## config.mk

```make
export PLATFORM = sky130hd
export DESIGN_NAME = utp_tx_cell_if
export DESIGN_NICKNAME = d
export VERILOG_FILES = /design/src/rtl/txc_pkg.sv /design/src/rtl/txc_framer.sv /design/src/rtl/txc_cell_fifo.sv /design/src/rtl/txc_par_status.sv /design/src/rtl/utp_tx_cell_if.sv
export SDC_FILE = /design/constraint.sdc
export NUM_CORES = 2
export LEC_CHECK = 0
export BUFFER_PORTS_ARGS = -buffer_cell sky130_fd_sc_hd__buf_2
export CAP_MARGIN = 10
export CORE_MARGIN = 3
export CORE_UTILIZATION = 40
export CTS_BUF_LIST = sky130_fd_sc_hd__clkbuf_4 sky130_fd_sc_hd__clkbuf_8 sky130_fd_sc_hd__clkbuf_16
export CTS_CLUSTER_DIAMETER = 100
export DETAILED_ROUTE_END_ITERATION = 10
export GPL_TIMING_DRIVEN = 0
export PLACE_DENSITY = 0.62
export RECOVER_POWER = 100
export REMOVE_ABC_BUFFERS = 1
export SYNTH_ARGS = -nofsm -noshare
export SYNTH_HDL_FRONTEND = slang
export SYNTH_SLANG_ARGS = --single-unit
export TNS_END_PERCENT = 100
```

## constraint.sdc

```tcl
create_clock -name clk -period 4.2 [get_ports clk]
set_input_delay 0.63 -clock clk [delete_from_list [all_inputs] [get_ports clk]]
set_output_delay 0.63 -clock clk [all_outputs]
set_load 0.1 [all_outputs]
```

## src/rtl/txc_pkg.sv

```systemverilog
package txc_pkg;

  typedef enum logic [1:0] {
    FR_IDLE = 2'd0,
    FR_FILL = 2'd1,
    FR_DROP = 2'd2
  } fr_state_e;

  // 1 when the byte and its parity bit together hold an even number of ones
  function automatic logic odd_par_bad(input logic [7:0] d, input logic p);
    return ~(^{d, p});
  endfunction

  // flat byte address of a given index inside a given cell slot
  function automatic int unsigned slot_addr(input int unsigned slot,
                                            input int unsigned idx,
                                            input int unsigned cell_bytes);
    return slot * cell_bytes + idx;
  endfunction

endpackage

```

## src/rtl/txc_framer.sv

```systemverilog
module txc_framer
  import txc_pkg::*;
#(
  parameter int CELL_BYTES = 53,
  parameter int IDX_W      = 6
) (
  input  logic             clk,
  input  logic             rst_n,
  input  logic             byte_vld_i,
  input  logic             soc_i,
  input  logic             room_i,
  output logic             wr_en_o,
  output logic [IDX_W-1:0] wr_idx_o,
  output logic             commit_o,
  output logic             drop_o,
  output logic             abandon_o
);

  localparam logic [IDX_W-1:0] LAST_IDX = IDX_W'(CELL_BYTES - 1);

  fr_state_e        state_q, state_d;
  logic [IDX_W-1:0] idx_q, idx_d;

  always_comb begin
    state_d   = state_q;
    idx_d     = idx_q;
    wr_en_o   = 1'b0;
    wr_idx_o  = idx_q;
    commit_o  = 1'b0;
    drop_o    = 1'b0;
    abandon_o = 1'b0;
    if (byte_vld_i) begin
      if (soc_i) begin
        abandon_o = (state_q == FR_FILL);
        if (room_i) begin
          wr_en_o  = 1'b1;
          wr_idx_o = '0;
          state_d  = FR_FILL;
          idx_d    = IDX_W'(1);
        end else begin
          drop_o  = 1'b1;
          state_d = FR_DROP;
          idx_d   = '0;
        end
      end else if (state_q == FR_FILL) begin
        wr_en_o  = 1'b1;
        wr_idx_o = idx_q;
        if (idx_q == LAST_IDX) begin
          commit_o = 1'b1;
          state_d  = FR_IDLE;
          idx_d    = '0;
        end else begin
          idx_d = idx_q + 1'b1;
        end
      end
    end
  end

  always_ff @(posedge clk or negedge rst_n) begin
    if (!rst_n) begin
      state_q <= FR_IDLE;
      idx_q   <= '0;
    end else begin
      state_q <= state_d;
      idx_q   <= idx_d;
    end
  end

endmodule

```

## src/rtl/txc_cell_fifo.sv

```systemverilog
module txc_cell_fifo
  import txc_pkg::*;
#(
  parameter int CELL_BYTES = 53,
  parameter int FIFO_CELLS = 4,
  parameter int IDX_W      = 6,
  parameter int CNT_W      = 3
) (
  input  logic             clk,
  input  logic             rst_n,
  input  logic             wr_en_i,
  input  logic [IDX_W-1:0] wr_idx_i,
  input  logic [7:0]       wr_data_i,
  input  logic             commit_i,
  input  logic             rd_i,
  output logic             room_o,
  output logic             valid_o,
  output logic [7:0]       data_o,
  output logic             first_o,
  output logic             last_o,
  output logic             release_o,
  output logic [CNT_W-1:0] cell_cnt_o
);

  localparam int DEPTH  = CELL_BYTES * FIFO_CELLS;
  localparam int ADDR_W = $clog2(DEPTH);
  localparam int SLOT_W = (FIFO_CELLS > 1) ? $clog2(FIFO_CELLS) : 1;
  localparam logic [IDX_W-1:0]  LAST_IDX  = IDX_W'(CELL_BYTES - 1);
  localparam logic [SLOT_W-1:0] LAST_SLOT = SLOT_W'(FIFO_CELLS - 1);
  localparam logic [CNT_W-1:0]  FULL_CNT  = CNT_W'(FIFO_CELLS);

  function automatic logic [SLOT_W-1:0] slot_inc(input logic [SLOT_W-1:0] s);
    return (s == LAST_SLOT) ? '0 : s + 1'b1;
  endfunction

  logic [7:0]        mem [DEPTH];
  logic [SLOT_W-1:0] wslot_q, rslot_q;
  logic [IDX_W-1:0]  rbyte_q;
  logic [CNT_W-1:0]  cnt_q;
  logic [ADDR_W-1:0] wr_addr, rd_addr;
  logic              pop;

  assign wr_addr    = ADDR_W'(slot_addr(32'(wslot_q), 32'(wr_idx_i), CELL_BYTES));
  assign rd_addr    = ADDR_W'(slot_addr(32'(rslot_q), 32'(rbyte_q), CELL_BYTES));
  assign valid_o    = (cnt_q != '0);
  assign pop        = rd_i && valid_o;
  assign data_o     = mem[rd_addr];
  assign first_o    = (rbyte_q == '0);
  assign last_o     = (rbyte_q == LAST_IDX);
  assign release_o  = pop && last_o;
  assign room_o     = (cnt_q < FULL_CNT);
  assign cell_cnt_o = cnt_q;

  always_ff @(posedge clk) begin
    if (wr_en_i) mem[wr_addr] <= wr_data_i;
  end

  always_ff @(posedge clk or negedge rst_n) begin
    if (!rst_n) begin
      wslot_q <= '0;
      rslot_q <= '0;
      rbyte_q <= '0;
      cnt_q   <= '0;
    end else begin
      if (commit_i) wslot_q <= slot_inc(wslot_q);
      if (pop) begin
        if (last_o) begin
          rbyte_q <= '0;
          rslot_q <= slot_inc(rslot_q);
        end else begin
          rbyte_q <= rbyte_q + 1'b1;
        end
      end
      case ({commit_i, release_o})
        2'b10:   cnt_q <= cnt_q + 1'b1;
        2'b01:   cnt_q <= cnt_q - 1'b1;
        default: cnt_q <= cnt_q;
      endcase
    end
  end

endmodule

```

## src/rtl/txc_par_status.sv

```systemverilog
module txc_par_status
  import txc_pkg::*;
(
  input  logic       clk,
  input  logic       rst_n,
  input  logic       byte_vld_i,
  input  logic [7:0] data_i,
  input  logic       par_i,
  input  logic       chk_en_i,
  input  logic       clr_i,
  output logic       err_evt_o,
  output logic       sts_o
);

  logic sts_q;

  assign err_evt_o = byte_vld_i && odd_par_bad(data_i, par_i);
  assign sts_o     = sts_q;

  always_ff @(posedge clk or negedge rst_n) begin
    if (!rst_n) sts_q <= 1'b0;
    else        sts_q <= (sts_q & ~clr_i) | (err_evt_o & chk_en_i);
  end

endmodule

```

## src/rtl/utp_tx_cell_if.sv

```systemverilog
module utp_tx_cell_if #(
  parameter int CELL_BYTES = 53,
  parameter int FIFO_CELLS = 4,
  parameter int DROP_W     = 8
) (
  input  logic              clk,
  input  logic              rst_n,
  input  logic              utx_en_i,
  input  logic [7:0]        utx_data_i,
  input  logic              utx_par_i,
  input  logic              utx_soc_i,
  output logic              utx_room_o,
  input  logic              par_chk_en_i,
  input  logic              sts_clr_i,
  output logic              par_err_sts_o,
  output logic [DROP_W-1:0] drop_cnt_o,
  input  logic              cq_rd_i,
  output logic              cq_valid_o,
  output logic [7:0]        cq_data_o,
  output logic              cq_first_o,
  output logic              cq_last_o
);

  localparam int IDX_W = $clog2(CELL_BYTES);
  localparam int CNT_W = $clog2(FIFO_CELLS + 1);

  // internal events, named for the checker
  logic             wr_en;
  logic [IDX_W-1:0] wr_idx;
  logic             commit_evt;
  logic             drop_evt;
  logic             abandon_evt;
  logic             release_evt;
  logic             par_err_evt;
  logic [CNT_W-1:0] cell_cnt;
  logic [DROP_W-1:0] drop_q;

  txc_framer #(
    .CELL_BYTES(CELL_BYTES),
    .IDX_W     (IDX_W)
  ) u_framer (
    .clk       (clk),
    .rst_n     (rst_n),
    .byte_vld_i(utx_en_i),
    .soc_i     (utx_soc_i),
    .room_i    (utx_room_o),
    .wr_en_o   (wr_en),
    .wr_idx_o  (wr_idx),
    .commit_o  (commit_evt),
    .drop_o    (drop_evt),
    .abandon_o (abandon_evt)
  );

  txc_cell_fifo #(
    .CELL_BYTES(CELL_BYTES),
    .FIFO_CELLS(FIFO_CELLS),
    .IDX_W     (IDX_W),
    .CNT_W     (CNT_W)
  ) u_fifo (
    .clk       (clk),
    .rst_n     (rst_n),
    .wr_en_i   (wr_en),
    .wr_idx_i  (wr_idx),
    .wr_data_i (utx_data_i),
    .commit_i  (commit_evt),
    .rd_i      (cq_rd_i),
    .room_o    (utx_room_o),
    .valid_o   (cq_valid_o),
    .data_o    (cq_data_o),
    .first_o   (cq_first_o),
    .last_o    (cq_last_o),
    .release_o (release_evt),
    .cell_cnt_o(cell_cnt)
  );

  txc_par_status u_par (
    .clk       (clk),
    .rst_n     (rst_n),
    .byte_vld_i(utx_en_i),
    .data_i    (utx_data_i),
    .par_i     (utx_par_i),
    .chk_en_i  (par_chk_en_i),
    .clr_i     (sts_clr_i),
    .err_evt_o (par_err_evt),
    .sts_o     (par_err_sts_o)
  );

  always_ff @(posedge clk or negedge rst_n) begin
    if (!rst_n)                          drop_q <= '0;
    else if (drop_evt && (drop_q != '1)) drop_q <= drop_q + 1'b1;
  end

  assign drop_cnt_o = drop_q;

endmodule

```

---- After elaboration in Yosys (flattened, before gate mapping) ----
Memory sizes are Yosys's and may differ from the RTL's.
Index checks and enable logic that the tools add are counted.
storage, ports and cells
  memories ................................ 1
  bits in writable memories ............... 1696
  register bits after elaboration ......... 30
  word-level logic and storage cells ...... 75
memories
  name        depth  width  rd ports  clocked after memory_dff  wr ports  line                 source
  u_fifo.mem  212    8      1         0                         1         txc_cell_fifo.sv:36  logic [7:0] mem [DEPTH];
operators by class
  bitwise logic cells ..................... 5
  $lt $le $gt $ge ......................... 1
  add/subtract/negate cells ............... 9
  eq/ne operators ......................... 8
  reductions and logical operators ........ 13
  mux-type cells .......................... 28
  $mul .................................... 2
operator list
  operator               number
  $mux W6                7
  $add A8 B6 Y8          2
  $mul A2 B6 Y8 const B  2
  $mux W1                14
  $add A6 B1 Y6 const B  2
  $eq A6 B6 Y1 const B   2
  $mux W2                6
  $reduce_xor A9 Y1      1
  $add A8 B1 Y8 const B  1
  $ne A8 B8 Y1 const B   1
  $eq A2 B2 Y1 const B   3
  $logic_not A6 Y1       1
  $pmux W3 S2            1
  $reduce_bool A2 Y1     3
  $add A2 B1 Y2 const B  2
  $eq A2 B1 Y1 const B   2
  $logic_and A1 B1 Y1    4
  $reduce_and A2 Y1      2
  $add A3 B1 Y3 const B  1
  $lt A3 B3 Y1 const B   1
  $reduce_and A3 Y1      1
  $reduce_bool A3 Y1     1
  $sub A3 B1 Y3 const B  1
  $and A1 B1 Y1          2
  other kinds (2)        3

---- Longest topological paths before layout ----
  depth after elaboration ................. 7
  mapped depth ............................ 15
  gate-level depth less buffers ........... 12

---- Modules after synthesis ----
From an unflattened synthesis, not the netlist that was laid out.
unflattened totals
  cells, all modules ...................... 3281
  area total of the unflattened synthesis .. 68956.1 µm²
by module, submodules not included
  module          area each (µm²)  times used  cells an instance
  txc_cell_fifo   67856.3          1           3169
  txc_framer      569.3            1           67
  utp_tx_cell_if  394.1            1           34
  txc_par_status  136.4            1           11

---- Worst setup path after synthesis ----
Ideal clock, no wire load.
  path kind ............................... register to output
  from .................................... register u_fifo.rslot_q[1]
  to ...................................... output port cq_data_o[1]
  arrival ................................. 6.011 ns
  setup slack ............................. -2.441 ns
  cell stages (with the launch flop) ...... 14
  data required time ...................... 3.570 ns
  cells stage by stage .................... dfrtp_1 > ha_1 > ha_1 > inv_1 > fa_1 > buf_2 > buf_2 > buf_2 > buf_1 > buf_2 > nand3_1 > nand4b_1 > a21oi_1 > nor4b_1
between the ends
  cells in the longest elaborated chain, start to end .. 3
ends and longest elaborated chain
  what                    line                  source
  start, declared         txc_cell_fifo.sv:37   logic [SLOT_W-1:0] wslot_q, rslot_q;
  start signal, assigned  txc_cell_fifo.sv:69   rslot_q <= slot_inc(rslot_q);
  $mul A2 B6 Y8           txc_pkg.sv:18         return slot * cell_bytes + idx;
  $add A8 B6 Y8           txc_pkg.sv:18
  $mem_v2 Z212 W8         -
  end, declared           utp_tx_cell_if.sv:19  output logic [7:0] cq_data_o,
Every way passes these cells.

---- Final worst setup path ----
  from .................................... register u_fifo.rslot_q[1]
  to ...................................... output port cq_data_o[5]
Same word-level chain as after synthesis.

==> impl_metrics.ini <==
[place]
dpl-instance-area_um2 = 71550
port_buffers = 36
pre_cts_ws_ns = -3.493
globalplace.congestion = 0.8389
place_hpwl_um = 98690

[grt]
grt_pass1_wl_um = 249300
grt_use_total_pct = 19.79
antenna_found_initial = 1
grt_overflow = 0
grt_pass1_vias = 34580
grt_max_degree = 149

[floorplan]
core_area_um2 = 168000
num_rows = 150
io_pins = 37
start_util_pct = 40.48
die_w_um = 418.3
fp.dieH_um = 418.3
die_area_um2 = 175000

[logic_synthesis]
synth_area_um2 = 68000
yosysWarnings = 0
synth_ff_type = edfxtp_1
async_reset_ff_share_pct = 1.738
synth_edf_count = 1696
avgSynthCellArea_um2 = 21.00
ys_seq_elements = 1726
yosysSeqAreaShare_pct = 75.99
synth_cell_type_count = 61
synth_cells = 3239

[power_and_ir_drop]
powerDensity_nw_per_um2 = 825.3
power.total_w = 0.06700
ir_worst_vdd_mv = 1.277
power.leakage_nw = 25.07

[detailed_routing]
drt_first_pass_iters = 5
drc = 0
postRouteAntennaNets = 0
dr_wl_met3_um = 13990
wl_per_cell_um = 29.74
drt_wl_total_um = 173100
vias = 33840
top_layer = met4
wl_met2_um = 83830
dr.first_iter.drc_count = 4102
met1_length_um = 70050
viasPerCell = 5.814

[clock_network]
path_clk_slew_ns = 0.06
clockBufferDepth = 3
cts_htree_levels = 4
cts.sinks = 1726
tritoncts = built
clockRootBuffer = clkbuf_16
cts_buffers = 170
clock_latency_ns = 0.79

[timing]
post-route-period-util_pct = 129.5
setup_ws_ns = -1.238
finalMaxSlewViolations = 1019
setup_viol = 709
tightest_slew_ns = 4.279
min_period_ns = 5.438
rsz0062_at_grt = true
holdWs_ns = 0.09009
max_clock_freq_mhz = 183.9
slew_headroom_pct = -185.2
hold_violations = 0
skew_ns = 0.02427

[worst_hold_path]
hold_class = in -> reg
hp-start = par_chk_en_i

[critical_path]
path_max_fanout = 5
crit_arrival_ns = 4.81
path_class = reg -> out
cp-end-kind = primary output
r2r-start = u_fifo.cell_cnt_o[2]
cp-startpoint = u_fifo.rslot_q[1]
required_ns = 3.57
critPathLaunchType = register

[finish]
nNetsFinal = 3532
areaGrowthSynthToFinish_pct = 19.37
drive_gt1_share_pct = 37.34
post-route-util_pct = 48.33
final_area_um2 = 81180

[outcome]
outcome = complete, but fails checks
violations = capacitance limit, slew limit, setup timing

[flow_run]
drv_cap = 11
-- sequential cells by signal (all words and copies together), names as in the netlist --
register	flops
drop_cnt_o	8
u_fifo.cell_cnt_o	3
u_fifo.mem	1696
u_fifo.rbyte_q	6
u_fifo.rslot_q	2
u_fifo.wslot_q	2
u_framer.idx_q	6
u_framer.state_q	2
u_par.sts_o	1
-- cells by family (layout without fill, tap and decap cells) --
logic type                 after synthesis  count (layout)  share of synthesized area (%)
xor gates and xnor gates                33              33                         0.4250
muxes                                  471             471                          15.44
buffers and inverters                  206             582                          1.661
and+or+nand+nor                        534             534                          3.376
other                                    0               1                              0
AOI/OAI and AO/OA                      234             234                          2.405
DFF                                   1726            1726                          75.99
adders and majority gates               35              35                         0.6992
-- per-layer routing --
layer	GRT usage, %	up-vias
li1	-	14000
met1	27.88	18060
met2	31.33	1502
met3	3.658	279
met4	6.474	0
met5	0	-
-- area by class of cell --
type | instances | area (µm²)
inverters | 25 | 98.84
flip-flops and latches | 1726 | 51680
repair buffers | 251 | 3490
multi-input cells | 1307 | 17670
well taps | 2204 | 2758
clock buffers | 223 | 4757
fillers | 13270 | 86800
diodes | 1 | 2.502
clock inverters | 83 | 721.9
-- stage by stage --
stage	TNS (ns)	std cells
2_1_floorplan	-626.92	3058
3_3_place_gp	-1995.44	5298
3_5_place_dp	-1911.24	5359
4_1_cts	-14.32	5779
5_1_grt	-434.67	5819
6_report	-73.77	5820
-- path summary, 6_finish.rpt --
kind	cells past startpoint	to	slack, ns
worst max-delay path	15	cq_data_o[5]	-1.24
worst min-delay path	3	u_par.sts_o	0.09
worst max register to register	12	u_fifo.mem[33][2]	-0.28
worst min register to register	1	u_fifo.cell_cnt_o[0]	0.48
max in group asynchronous	2	u_fifo.rbyte_q[2]	1.88
min in group asynchronous	2	u_par.sts_o	0.98
-- placed cells by master, fill, tap and decap left out, types with 9 or more instances in the layout --
| cell type | netlist | routed |
|---|---|---|
| edfxtp_1 | 1696 | 1696 |
| mux4_2 | 462 | 462 |
| clkbuf_16 | 0 | 178 |
| nor2_4 | 0 | 154 |
| nand2_1 | 124 | 107 |
| buf_4 | 47 | 93 |
| nor2_2 | 0 | 77 |
| clkbuf_4 | 0 | 50 |
| nor2_1 | 280 | 49 |
| a22oi_1 | 69 | 47 |
| buf_16 | 0 | 42 |
| clkinv_1 | 1 | 41 |
| buf_12 | 0 | 38 |
| ha_1 | 30 | 26 |
| dfrtp_1 | 30 | 26 |
| nand3_1 | 38 | 23 |
| inv_1 | 24 | 22 |
| a22oi_2 | 0 | 22 |
| a21oi_1 | 43 | 21 |
| clkinv_2 | 0 | 19 |
| clkbuf_1 | 61 | 19 |
| xnor2_1 | 22 | 18 |
| a21oi_2 | 0 | 17 |
| o21ai_0 | 22 | 16 |
| buf_6 | 15 | 16 |
| nand4_1 | 14 | 14 |
| nand3_4 | 0 | 13 |
| buf_8 | 0 | 13 |
| and2_1 | 16 | 12 |
| nand2_4 | 0 | 12 |
| bufinv_16 | 0 | 12 |
| nor3_1 | 15 | 11 |
| xor2_1 | 11 | 9 |
-- cells in the mapped netlist, types with 5 or more instances --
cell	number	share of area [%]
o31ai_1	5	0.055
a21oi_1	43	0.32
ha_1	30	0.55
o21ai_0	22	0.16
o22ai_1	8	0.074
nor2_1	280	1.5
clkbuf_1	61	0.34
a21o_1	6	0.066
nor3_1	15	0.11
or3_1	11	0.10
a221oi_1	5	0.064
a22o_1	9	0.12
nand2_1	124	0.68
a31oi_1	9	0.083
nand3_1	38	0.28
a311oi_1	12	0.15
xnor2_1	22	0.28
nor2b_1	7	0.064
inv_1	24	0.13
mux2i_1	6	0.088
a211oi_1	13	0.14
buf_4	47	0.52
a22oi_1	69	0.76
buf_6	15	0.25
and2_1	16	0.15
dfrtp_1	30	1.1
mux4_2	462	15
o21a_1	6	0.066
and3_1	6	0.055
fa_1	5	0.15
edfxtp_1	1696	75
buf_2	54	0.40
a2111oi_0	5	0.064
nand4_1	14	0.13
xor2_1	11	0.14
-- timing repair --
action,in CTS,in global routing
endpoints found under the hold margin,31,0
pin swaps,64,25
buffers inserted,97,38
hold buffers,2,0
setup endpoints to repair,1696,1614
gates cloned,15,2
gates resized for setup,557,76
-- report_power, final --
group | switching, W | internal, W | total (W)
registers | 0.000103 | 0.0191 | 0.0192
logic | 0.0187 | 0.0141 | 0.0328
clock network | 0.00633 | 0.00870 | 0.0150
total | 0.0252 | 0.0418 | 0.0670
-- worst max-delay path, cell delays in order, from the launching register on --
cell      delay [ns]
dfrtp_2         0.45
ha_4            0.30
ha_4            0.14
inv_2           0.04
fa_4            0.82
buf_12          0.16
buf_8           0.13
buf_16          0.14
buf_4           0.14
buf_4           0.16
nand2_1         0.12
a311oi_1        0.47
or3_4           0.26
a211oi_4        0.08
a211oi_4        0.36
buf_12          0.23
Power figures use the tool's default switching activity.
